**src/rtl/wwdg_pkg.sv**
```systemverilog
package wwdg_pkg;
    typedef enum logic [2:0] {
        S_DOWN   = 3'd0,
        S_POR    = 3'd1,
        S_CLOSED = 3'd2,
        S_OPEN   = 3'd3,
        S_PULSE  = 3'd4
    } wd_state_t;
endpackage

```
**src/rtl/wwdg_sync.sv**
```systemverilog
// Service-input synchroniser with falling-edge event extraction.
module wwdg_sync #(
    parameter int SYNC_STAGES = 2
) (
    input  logic clk,
    input  logic rst_n,
    input  logic svc_in,
    output logic svc_fall
);
    logic [SYNC_STAGES:0] pipe_q;

    always_ff @(posedge clk or negedge rst_n) begin
        if (!rst_n) begin
            pipe_q <= '1;
        end else begin
            pipe_q <= {pipe_q[SYNC_STAGES-1:0], svc_in};
        end
    end

    // older sample high, newer sample low: one event per 1->0 transition
    assign svc_fall = pipe_q[SYNC_STAGES] & ~pipe_q[SYNC_STAGES-1];

    a_r9_single_event: assert property (@(posedge clk) disable iff (!rst_n)
        svc_fall |=> !svc_fall);
endmodule

```
**src/rtl/wwdg_supply_filter.sv**
```systemverilog
// Declares a supply failure only after a run of low ticks.
module wwdg_supply_filter #(
    parameter int GLITCH_TICKS = 3
) (
    input  logic clk,
    input  logic rst_n,
    input  logic tick,
    input  logic pwr_good,
    output logic supply_fail
);
    localparam int FW = $clog2(GLITCH_TICKS + 1);
    localparam logic [FW-1:0] LAST = FW'(GLITCH_TICKS - 1);

    logic [FW-1:0] low_cnt_q;

    always_ff @(posedge clk or negedge rst_n) begin
        if (!rst_n) begin
            low_cnt_q   <= '0;
            supply_fail <= 1'b1;
        end else if (pwr_good) begin
            low_cnt_q   <= '0;
            supply_fail <= 1'b0;
        end else if (tick) begin
            if (low_cnt_q == LAST) begin
                supply_fail <= 1'b1;
            end else begin
                low_cnt_q <= low_cnt_q + 1'b1;
            end
        end
    end

    a_r2_good_clears: assert property (@(posedge clk) disable iff (!rst_n)
        pwr_good |=> !supply_fail);
    a_r2_no_fail_without_tick: assert property (@(posedge clk) disable iff (!rst_n)
        (!supply_fail && !tick) |=> !supply_fail);
endmodule

```
**src/rtl/wwdg_tick_timer.sv**
```systemverilog
// Tick counter shared by all timed states.
module wwdg_tick_timer #(
    parameter int CW = 5
) (
    input  logic          clk,
    input  logic          rst_n,
    input  logic          clr,
    input  logic          tick,
    output logic [CW-1:0] count
);
    always_ff @(posedge clk or negedge rst_n) begin
        if (!rst_n) begin
            count <= '0;
        end else if (clr) begin
            count <= '0;
        end else if (tick) begin
            count <= count + 1'b1;
        end
    end
endmodule

```
**src/rtl/wwdg_supervisor.sv**
```systemverilog
// Supply supervisor with windowed watchdog.
module wwdg_supervisor #(
    parameter int TCW          = 8,
    parameter int TOW          = 4,
    parameter int TWDR         = 2,
    parameter int GLITCH_TICKS = 3,
    parameter bit POR_QUARTER  = 1'b0
) (
    input  logic clk,
    input  logic rst_n,
    input  logic tick,
    input  logic pwr_good,
    input  logic svc_in,
    output logic wd_rst_n,
    output logic sys_en
);
    import wwdg_pkg::*;

    localparam int TWD   = TCW + TOW;
    localparam int TPOR  = POR_QUARTER ? (TWD / 4) : TWD;
    localparam int TMAX1 = (TPOR > TCW) ? TPOR : TCW;
    localparam int TMAX2 = (TOW > TWDR) ? TOW : TWDR;
    localparam int TMAX  = (TMAX1 > TMAX2) ? TMAX1 : TMAX2;
    localparam int CW    = $clog2(TMAX + 1);

    localparam logic [CW-1:0] POR_END   = CW'(TPOR - 1);
    localparam logic [CW-1:0] CLOS_END  = CW'(TCW - 1);
    localparam logic [CW-1:0] OPEN_END  = CW'(TOW - 1);
    localparam logic [CW-1:0] PULSE_END = CW'(TWDR - 1);

    logic          svc_evt;
    logic          fail;
    logic          tmr_clr;
    logic [CW-1:0] tmr;
    wd_state_t     state_q, state_nx;

    wwdg_sync #(.SYNC_STAGES(2)) u_sync (
        .clk     (clk),
        .rst_n   (rst_n),
        .svc_in  (svc_in),
        .svc_fall(svc_evt)
    );

    wwdg_supply_filter #(.GLITCH_TICKS(GLITCH_TICKS)) u_filt (
        .clk        (clk),
        .rst_n      (rst_n),
        .tick       (tick),
        .pwr_good   (pwr_good),
        .supply_fail(fail)
    );

    wwdg_tick_timer #(.CW(CW)) u_tmr (
        .clk  (clk),
        .rst_n(rst_n),
        .clr  (tmr_clr),
        .tick (tick),
        .count(tmr)
    );

    // next-state decision
    always_comb begin
        state_nx = state_q;
        if (fail) begin
            state_nx = S_DOWN;
        end else begin
            unique case (state_q)
                S_DOWN:   state_nx = S_POR;
                S_POR:    if (tick && tmr == POR_END) state_nx = S_CLOSED;
                S_CLOSED: begin
                    if (svc_evt)                        state_nx = S_PULSE;
                    else if (tick && tmr == CLOS_END)   state_nx = S_OPEN;
                end
                S_OPEN: begin
                    if (svc_evt)                        state_nx = S_CLOSED;
                    else if (tick && tmr == OPEN_END)   state_nx = S_PULSE;
                end
                S_PULSE:  if (tick && tmr == PULSE_END) state_nx = S_CLOSED;
                default:  state_nx = S_DOWN;
            endcase
        end
    end

    // every state change, and the whole failed state, restarts the timer
    assign tmr_clr = (state_nx != state_q) || (state_q == S_DOWN);

    // state register
    always_ff @(posedge clk or negedge rst_n) begin
        if (!rst_n) state_q <= S_DOWN;
        else        state_q <= state_nx;
    end

    // registered outputs
    always_ff @(posedge clk or negedge rst_n) begin
        if (!rst_n) begin
            wd_rst_n <= 1'b0;
            sys_en   <= 1'b0;
        end else begin
            wd_rst_n <= (state_nx == S_CLOSED) || (state_nx == S_OPEN);
            if (state_nx == S_DOWN || state_nx == S_POR || state_nx == S_PULSE)
                sys_en <= 1'b0;
            else if (state_q == S_OPEN && svc_evt)
                sys_en <= 1'b1;
        end
    end

    a_r1_fail_forces_reset: assert property (@(posedge clk) disable iff (!rst_n)
        fail |=> (!wd_rst_n && !sys_en));
    a_r8_enable_implies_run: assert property (@(posedge clk) disable iff (!rst_n)
        sys_en |-> wd_rst_n);
    a_r3_por_holds: assert property (@(posedge clk) disable iff (!rst_n)
        (state_q == S_POR) |-> (!wd_rst_n && !sys_en));
    a_r5_early_pulse: assert property (@(posedge clk) disable iff (!rst_n)
        (state_q == S_CLOSED && svc_evt && !fail) |=> (!wd_rst_n && !sys_en));
    a_r6_open_restart: assert property (@(posedge clk) disable iff (!rst_n)
        (state_q == S_OPEN && svc_evt && !fail) |=> (wd_rst_n && sys_en && state_q == S_CLOSED));
    a_r10_override: assert property (@(posedge clk) disable iff (!rst_n)
        fail |=> (state_q == S_DOWN));
endmodule

```
**config.mk**
```make
export PLATFORM = sky130hd
export DESIGN_NAME = wwdg_supervisor
export DESIGN_NICKNAME = d
export VERILOG_FILES = /design/src/rtl/wwdg_pkg.sv /design/src/rtl/wwdg_sync.sv /design/src/rtl/wwdg_supply_filter.sv /design/src/rtl/wwdg_tick_timer.sv /design/src/rtl/wwdg_supervisor.sv
export SDC_FILE = /design/constraint.sdc
export NUM_CORES = 1
export LEC_CHECK = 0
export ABC_AREA = 1
export BUFFER_PORTS_ARGS = -buffer_cell sky130_fd_sc_hd__buf_4
export CAP_MARGIN = 25
export CORE_UTILIZATION = 45
export DETAILED_ROUTE_END_ITERATION = 7
export GPL_ROUTABILITY_DRIVEN = 0
export PLACE_DENSITY = 0.69
export SYNTH_ARGS = -nofsm -noshare
export SYNTH_HDL_FRONTEND = slang
export SYNTH_SLANG_ARGS = --single-unit
```
**constraint.sdc**
```tcl
create_clock -name clk -period 1.41 [get_ports clk]
set_input_delay 0.141 -clock clk [delete_from_list [all_inputs] [get_ports clk]]
set_output_delay 0.141 -clock clk [all_outputs]
set_load 0.02 [all_outputs]
```
==> impl_metrics.toml, run 1 <==
[run_status]
status = "finished with violations"
violations = "setup timing"

[global_route]
grt_pass1_wl_um = 2870
grt_pass1_vias = 723
grt_util_all_layers = 0.1971
grt_max_degree = 16
antenna_found_initial = 0
grt_overflow_total = 0

[yosys]
yosys.area.top_type_share = 0.3279
syn-instance-count = 111
synthTopCellsByArea = "dfrtp_1 33%, nand2_1 13%, dfstp_2 13%"
yosysTopAreaCell = "dfrtp_1"
ys_seq_elements = 15
synth.distinct_cells = 19
avgSynthCellArea_um2 = 7.564
syn_area_um2 = 839.6
yosysWarnings = 0
yosysSeqAreaShare = 0.4531
synth_nets = 119

[timing]
rsz0062_at_grt = "true"
tightest_slew_ns = 0.2206
layout_min_cycle_time_ns = 1.506
fin_crit_sh = 1.068
setup_tns_ns = -0.3973
fin_skew_ns = 0.001172
fmax_ghz = 0.6638
hold_viol_final = 0
fin_ws_ns = -0.09642
finalSetupViolCount = 5
relSlewSlack = 0.8514
drv_slew = 0

[clock_tree]
cts_max_path_buffers = 2
cts_sinks = 15
cts_buffers = 3
h-tree-depth = 1
clk_pin_slew_ns = 0.08
cts_tree = "built"
cts-root-buf = "clkbuf_4"
clk_latency_ns = 0.28

[power]
seqPwrFrac = 0.345
p_switching_mw = 0.7909
cellLeakagePower_nw = 0.5972
p_per_area_nw_per_um2 = 1683
power.share.clock = 0.127
peakVddDrop_mv = 1.075
p_int_mw = 1.069
p_total_mw = 1.859
swShare = 0.4254
combPwrFrac = 0.528

[drt]
wl_met2_um = 933
dr_total_vias = 775
drt-pass1-iter-count = 4
wl_per_cell_um = 10.99
met3_length_um = 61
drt_wl_total_um = 1736
ant_nets = 0
drcViolationCount = 0
drt_iter0_markers = 21
wl_met1_um = 695
top_layer = "met4"
routed_via_density = 4.905

[setup_path]
worstPathArrival_ns = 1.72
max_stage_delay_ns = 0.38
cp_slowest_cell = "dfrtp_1"
crit_chain = "ha_2 > nand2_4 > inv_2 > nand3_2 > nand2_2 > nand2_2 > o21ai_2 > nand2_1 > nand2_2 > nand3_4 > nor2_1"
crit_path_start_kind = "register"
worst-path-max-fanout = 5
cp_common_cell = "nand2_2"
criticalPathCategory = "reg -> reg"
end_kind = "register"
crit_required_ns = 1.63
rrSetupSlack_ns = -0.1

[finish]
seq_area_um2 = 380.4
layout_commonest_cell = "nand2_1"
drive_gt1_frac = 0.3835
multi_input_area_um2 = 436.7
nets = 142
area_growth_pct = 31.59
num-fill-cells = 155
post-route-util = 0.6330
design_area_um2 = 1105
insertedDiodeCount = 0
final_cell_mix = "22 x nand2_1, 16 x buf_4, 15 x inv_1"

[die]
die_area_um2 = 2043
initial_utilization = 0.4810
num_io_pins = 7
die_y_um = 45.20
coreArea_um2 = 1745
rows = 15
die_w_um = 45.20

[placed_design]
dpl_worst_slack_ns = -0.07595
io_buffers = 6
post-dp-hpwl_um = 1150
placed_area_um2 = 957.2

[hold_path]
hp-class = "in -> reg"

[job]
cap_violations = 0
-- synthesized netlist by cell type --
library cell  number
nand2_1           29
nor2_1            18
inv_1             17
dfrtp_1           11
nand3_1            9
dfstp_2            4
inv_2              4
ha_1               3
xor2_1             3
a21oi_1            2
nand4_1            2
nor3_1             2
a211oi_1           1
buf_6              1
nand2_4            1
nand3_2            1
o21ai_0            1
o21ai_2            1
xnor2_1            1
-- final timing paths --
| kind | startpoint | endpoint | cells past startpoint |
|---|---|---|---|
| worst min-delay path | tick | u_filt.supply_fail$_DFFE_PN1P_ | 3 |
| worst min register to register | u_sync.pipe_q[0]$_DFF_PN1_ | u_sync.pipe_q[1]$_DFF_PN1_ | 0 |
| max in group asynchronous | rst_n | u_sync.pipe_q[2]$_DFF_PN1_ | 2 |
| worst max-delay path | u_tmr.count[0]$_DFFE_PN0P_ | u_tmr.count[0]$_DFFE_PN0P_ | 11 |
| min in group asynchronous | rst_n | u_filt.low_cnt_q[0]$_DFFE_PN0P_ | 2 |
| worst max register to register | u_tmr.count[0]$_DFFE_PN0P_ | u_tmr.count[0]$_DFFE_PN0P_ | 11 |
-- per-stage QoR --
step	hold WS, ns	instances
after CTS	0.1138	158
after global routing	0.1396	158
after global placement	-0.002776	148
final	0.1264	158
after detailed placement	-0.001352	148
after floorplan	-0.1546	111
-- timing repair --
| item | in CTS | in global routing |
|---|---|---|
| hold endpoints to repair | 17 | 0 |
| pin swaps | 6 | 5 |
| setup endpoints to repair | 4 | 9 |
| resized for setup | 7 | 16 |
| setup buffers | 3 | 1 |
| hold buffers | 3 | 0 |
-- layer usage --
metal | vias up | GRT usage
met5 | - | 0
met4 | 0 | 0.1333
met3 | 6 | 0.02400
met2 | 22 | 0.3188
met1 | 364 | 0.2449
li1 | 383 | -
-- critical path, delay by kind of cell (launching register included) --
kind	cells	cell delay [ns]
flip-flops	1	0.38
AND/OR/NAND/NOR	8	0.65
AO/OA/AOI/OAI	1	0.13
adder cells (fa/ha/maj)	1	0.21
buffers and inverters	1	0.08
-- sequential cells by signal, summed over array words and instances, names as in the netlist --
name and flops:
u_tmr.count 4, u_sync.pipe_q 3, u_filt.supply_fail 1, sys_en 1, state_q 3, wd_rst_n 1, u_filt.low_cnt_q 2
-- area by class of cell --
cell class / count / area share
Timing Repair Buffer: 19 / 0.1359
Multi-Input combinational cell: 74 / 0.3952
Clock inverter: 1 / 0.004530
Sequential cell: 15 / 0.3443
Tap cell: 25 / 0.02831
Clock buffer: 3 / 0.02039
Inverter: 21 / 0.07135
-- logic make-up (layout without fill, tap and decap cells) --
family	Yosys count	count (layout)	share of synthesized area
AND/OR/NAND/NOR	62	62	0.3159
buffers and inverters	22	44	0.1073
flip-flops	15	15	0.4530
AO/OA/AOI/OAI	5	5	0.03726
XOR/XNOR	4	4	0.04174
adder cells (fa/ha/maj)	3	3	0.04471
-- power by group through the flow --
stage	combinational, mW	sequential [mW]	clock [mW]
6_report	0.982	0.641	0.237
5_1_grt	1.10	0.655	0.261
4_1_cts	0.837	0.637	0.248
3_5_place_dp	0.742	0.643	0
3_3_place_gp	0.731	0.637	0
2_1_floorplan	0.500	0.645	0
Power figures use the tool's default switching activity.
==> run 2, diff against run 1 <==
--- a/config.mk
+++ b/config.mk
@@ -12,6 +12,7 @@
 export DETAILED_ROUTE_END_ITERATION = 7
 export GPL_ROUTABILITY_DRIVEN = 0
 export PLACE_DENSITY = 0.69
+export SETUP_SLACK_MARGIN = 0.02
 export SYNTH_ARGS = -nofsm -noshare
 export SYNTH_HDL_FRONTEND = slang
 export SYNTH_SLANG_ARGS = --single-unit
==> impl_metrics.toml, run 2 (synthesized netlist as in run 1, its figures left out) <==
[global_route]
grt_overflow_total = 0
grt_pass1_wl_um = 2684
antenna_found_initial = 0
grt_pass1_vias = 664
grt_max_degree = 16
grt_util_all_layers = 0.1883

[setup_path]
end_kind = "register"
crit_start = "u_tmr.count[0]$_DFFE_PN0P_"
criticalPathCategory = "reg -> reg"
r2r_start = "u_tmr.count[0]$_DFFE_PN0P_"
worst-path-max-fanout = 5
worstPathArrival_ns = 1.68
crit_path_start_kind = "register"
crit_required_ns = 1.62

[placed_design]
post-dp-hpwl_um = 1184
io_buffers = 6

[clock_tree]
cts_buffers = 3
clk_pin_slew_ns = 0.08
h-tree-depth = 1
cts-root-buf = "clkbuf_4"
cts_sinks = 15
cts_max_path_buffers = 2
clk_latency_ns = 0.27
cts_tree = "built"

[drt]
wl_met1_um = 756
drt_iter0_markers = 12
top_layer = "met4"
drcViolationCount = 0
dr_total_vias = 732
drt-pass1-iter-count = 4
routed_via_density = 4.692
wl_met2_um = 811
met3_length_um = 52
drt_wl_total_um = 1633
wl_per_cell_um = 10.47
ant_nets = 0

[die]
die_area_um2 = 2043
initial_utilization = 0.4810
coreArea_um2 = 1745
die_y_um = 45.20
die_w_um = 45.20
num_io_pins = 7
rows = 15

[timing]
tightest_slew_ns = 0.2938
fin_skew_ns = 0.004926
hold_viol_final = 0
finalSetupViolCount = 4
fin_ws_ns = -0.06289
fmax_ghz = 0.6789
fin_crit_sh = 1.045
setup_tns_ns = -0.2064
drv_slew = 0
rsz0062_at_grt = "true"
relSlewSlack = 0.8040
layout_min_cycle_time_ns = 1.473
whs_ns = 0.1349

[power]
p_per_area_nw_per_um2 = 1602
p_switching_mw = 0.6993
p_total_mw = 1.723
combPwrFrac = 0.487
power.share.clock = 0.136
seqPwrFrac = 0.377
cellLeakagePower_nw = 0.5844
swShare = 0.4058
peakVddDrop_mv = 1.033
p_int_mw = 1.024

[finish]
area_growth_pct = 28.17
insertedDiodeCount = 0
top_register = "u_tmr.count"
drive_gt1_frac = 0.3206
nets = 140
final_cell_mix = "25 x nand2_1, 17 x inv_1, 14 x nor2_1, 14 x buf_4, 11 x dfrtp_1"
layout_commonest_cell = "nand2_1"
top_regs = "u_tmr.count: 4 flops, state_q: 3 flops, u_sync.pipe_q: 3 flops"
num-fill-cells = 166
largest_reg_flops = 4

[run_status]
violations = "setup timing"
status = "finished with violations"

[hold_path]
hp-class = "in -> reg"
hold_path.startpoint = "tick"

[job]
cap_violations = 0
==> run 2: cell count changes in the layout (fill, tap and decap cells not counted), sizes merged <==
cell and change:
buf -2, clkbuf +1, clkinv -1
==> run 2: worst paths after layout <==
path	endpoint	slack, ns	cells after the start
hold reg to reg	u_sync.pipe_q[1]$_DFF_PN1_	0.36	0
hold / removal	u_filt.supply_fail$_DFFE_PN1P_	0.13	3
setup reg to reg	u_tmr.count[1]$_DFFE_PN0P_	-0.06	10
max in group asynchronous	u_filt.supply_fail$_DFFE_PN1P_	0.90	2
setup / recovery	u_tmr.count[1]$_DFFE_PN0P_	-0.06	10
min in group asynchronous	u_filt.low_cnt_q[0]$_DFFE_PN0P_	0.27	2
==> run 2: power groups by stage <==
stage               Sequential [mW]  Combinational, mW  Clock [mW]
floorplan                     0.646              0.501           0
detailed placement            0.644              0.754           0
global route                  0.665              0.948       0.263
global placement              0.638              0.746           0
finish                        0.651              0.839       0.234
CTS                           0.636              0.809       0.248
==> run 2: per-layer routing <==
layer	track usage	vias up
met3	0.03600	2
met5	0	-
li1	-	379
met4	0.09091	0
met1	0.2545	338
met2	0.2899	13
==> run 2: stage by stage <==
stage | cells | setup slack, ns | util | area [µm²]
final | 156 | -0.06289 | 0.6165 | 1076
after global routing | 156 | -0.1838 | 0.6165 | 1076
after CTS | 157 | -0.07142 | 0.5964 | 1041
after detailed placement | 148 | -0.1128 | 0.5498 | 959.7
after global placement | 148 | -0.07590 | 0.5498 | 959.7
after floorplan | 111 | 0.01227 | - | 842.1
==> run 2: critical path, cell delays in order, from the launching register on <==
cell,delay (ns)
dfrtp_1,0.43
ha_4,0.19
nand2_4,0.08
nor2_1,0.06
nand2_1,0.08
nand2_1,0.06
o21ai_2,0.15
nand2_1,0.07
nand2_1,0.07
nand3_2,0.10
nor2_1,0.11
==> run 2: repair_timing <==
action,4_1_cts,5_1_grt
endpoints found under the hold margin,17,0
resized for setup,3,11
setup buffers,2,0
endpoints found under the setup margin,4,9
hold buffers,3,0
pin swaps,4,7
==> run 2: layout make-up <==
class	instances	area (µm²)	area share
Multi-Input combinational cell	74	424.2	0.3942
Sequential cell	15	380.4	0.3535
Timing Repair Buffer	17	135.1	0.1256
Inverter	21	78.83	0.07326
Tap cell	25	31.28	0.02907
Clock buffer	4	26.28	0.02442
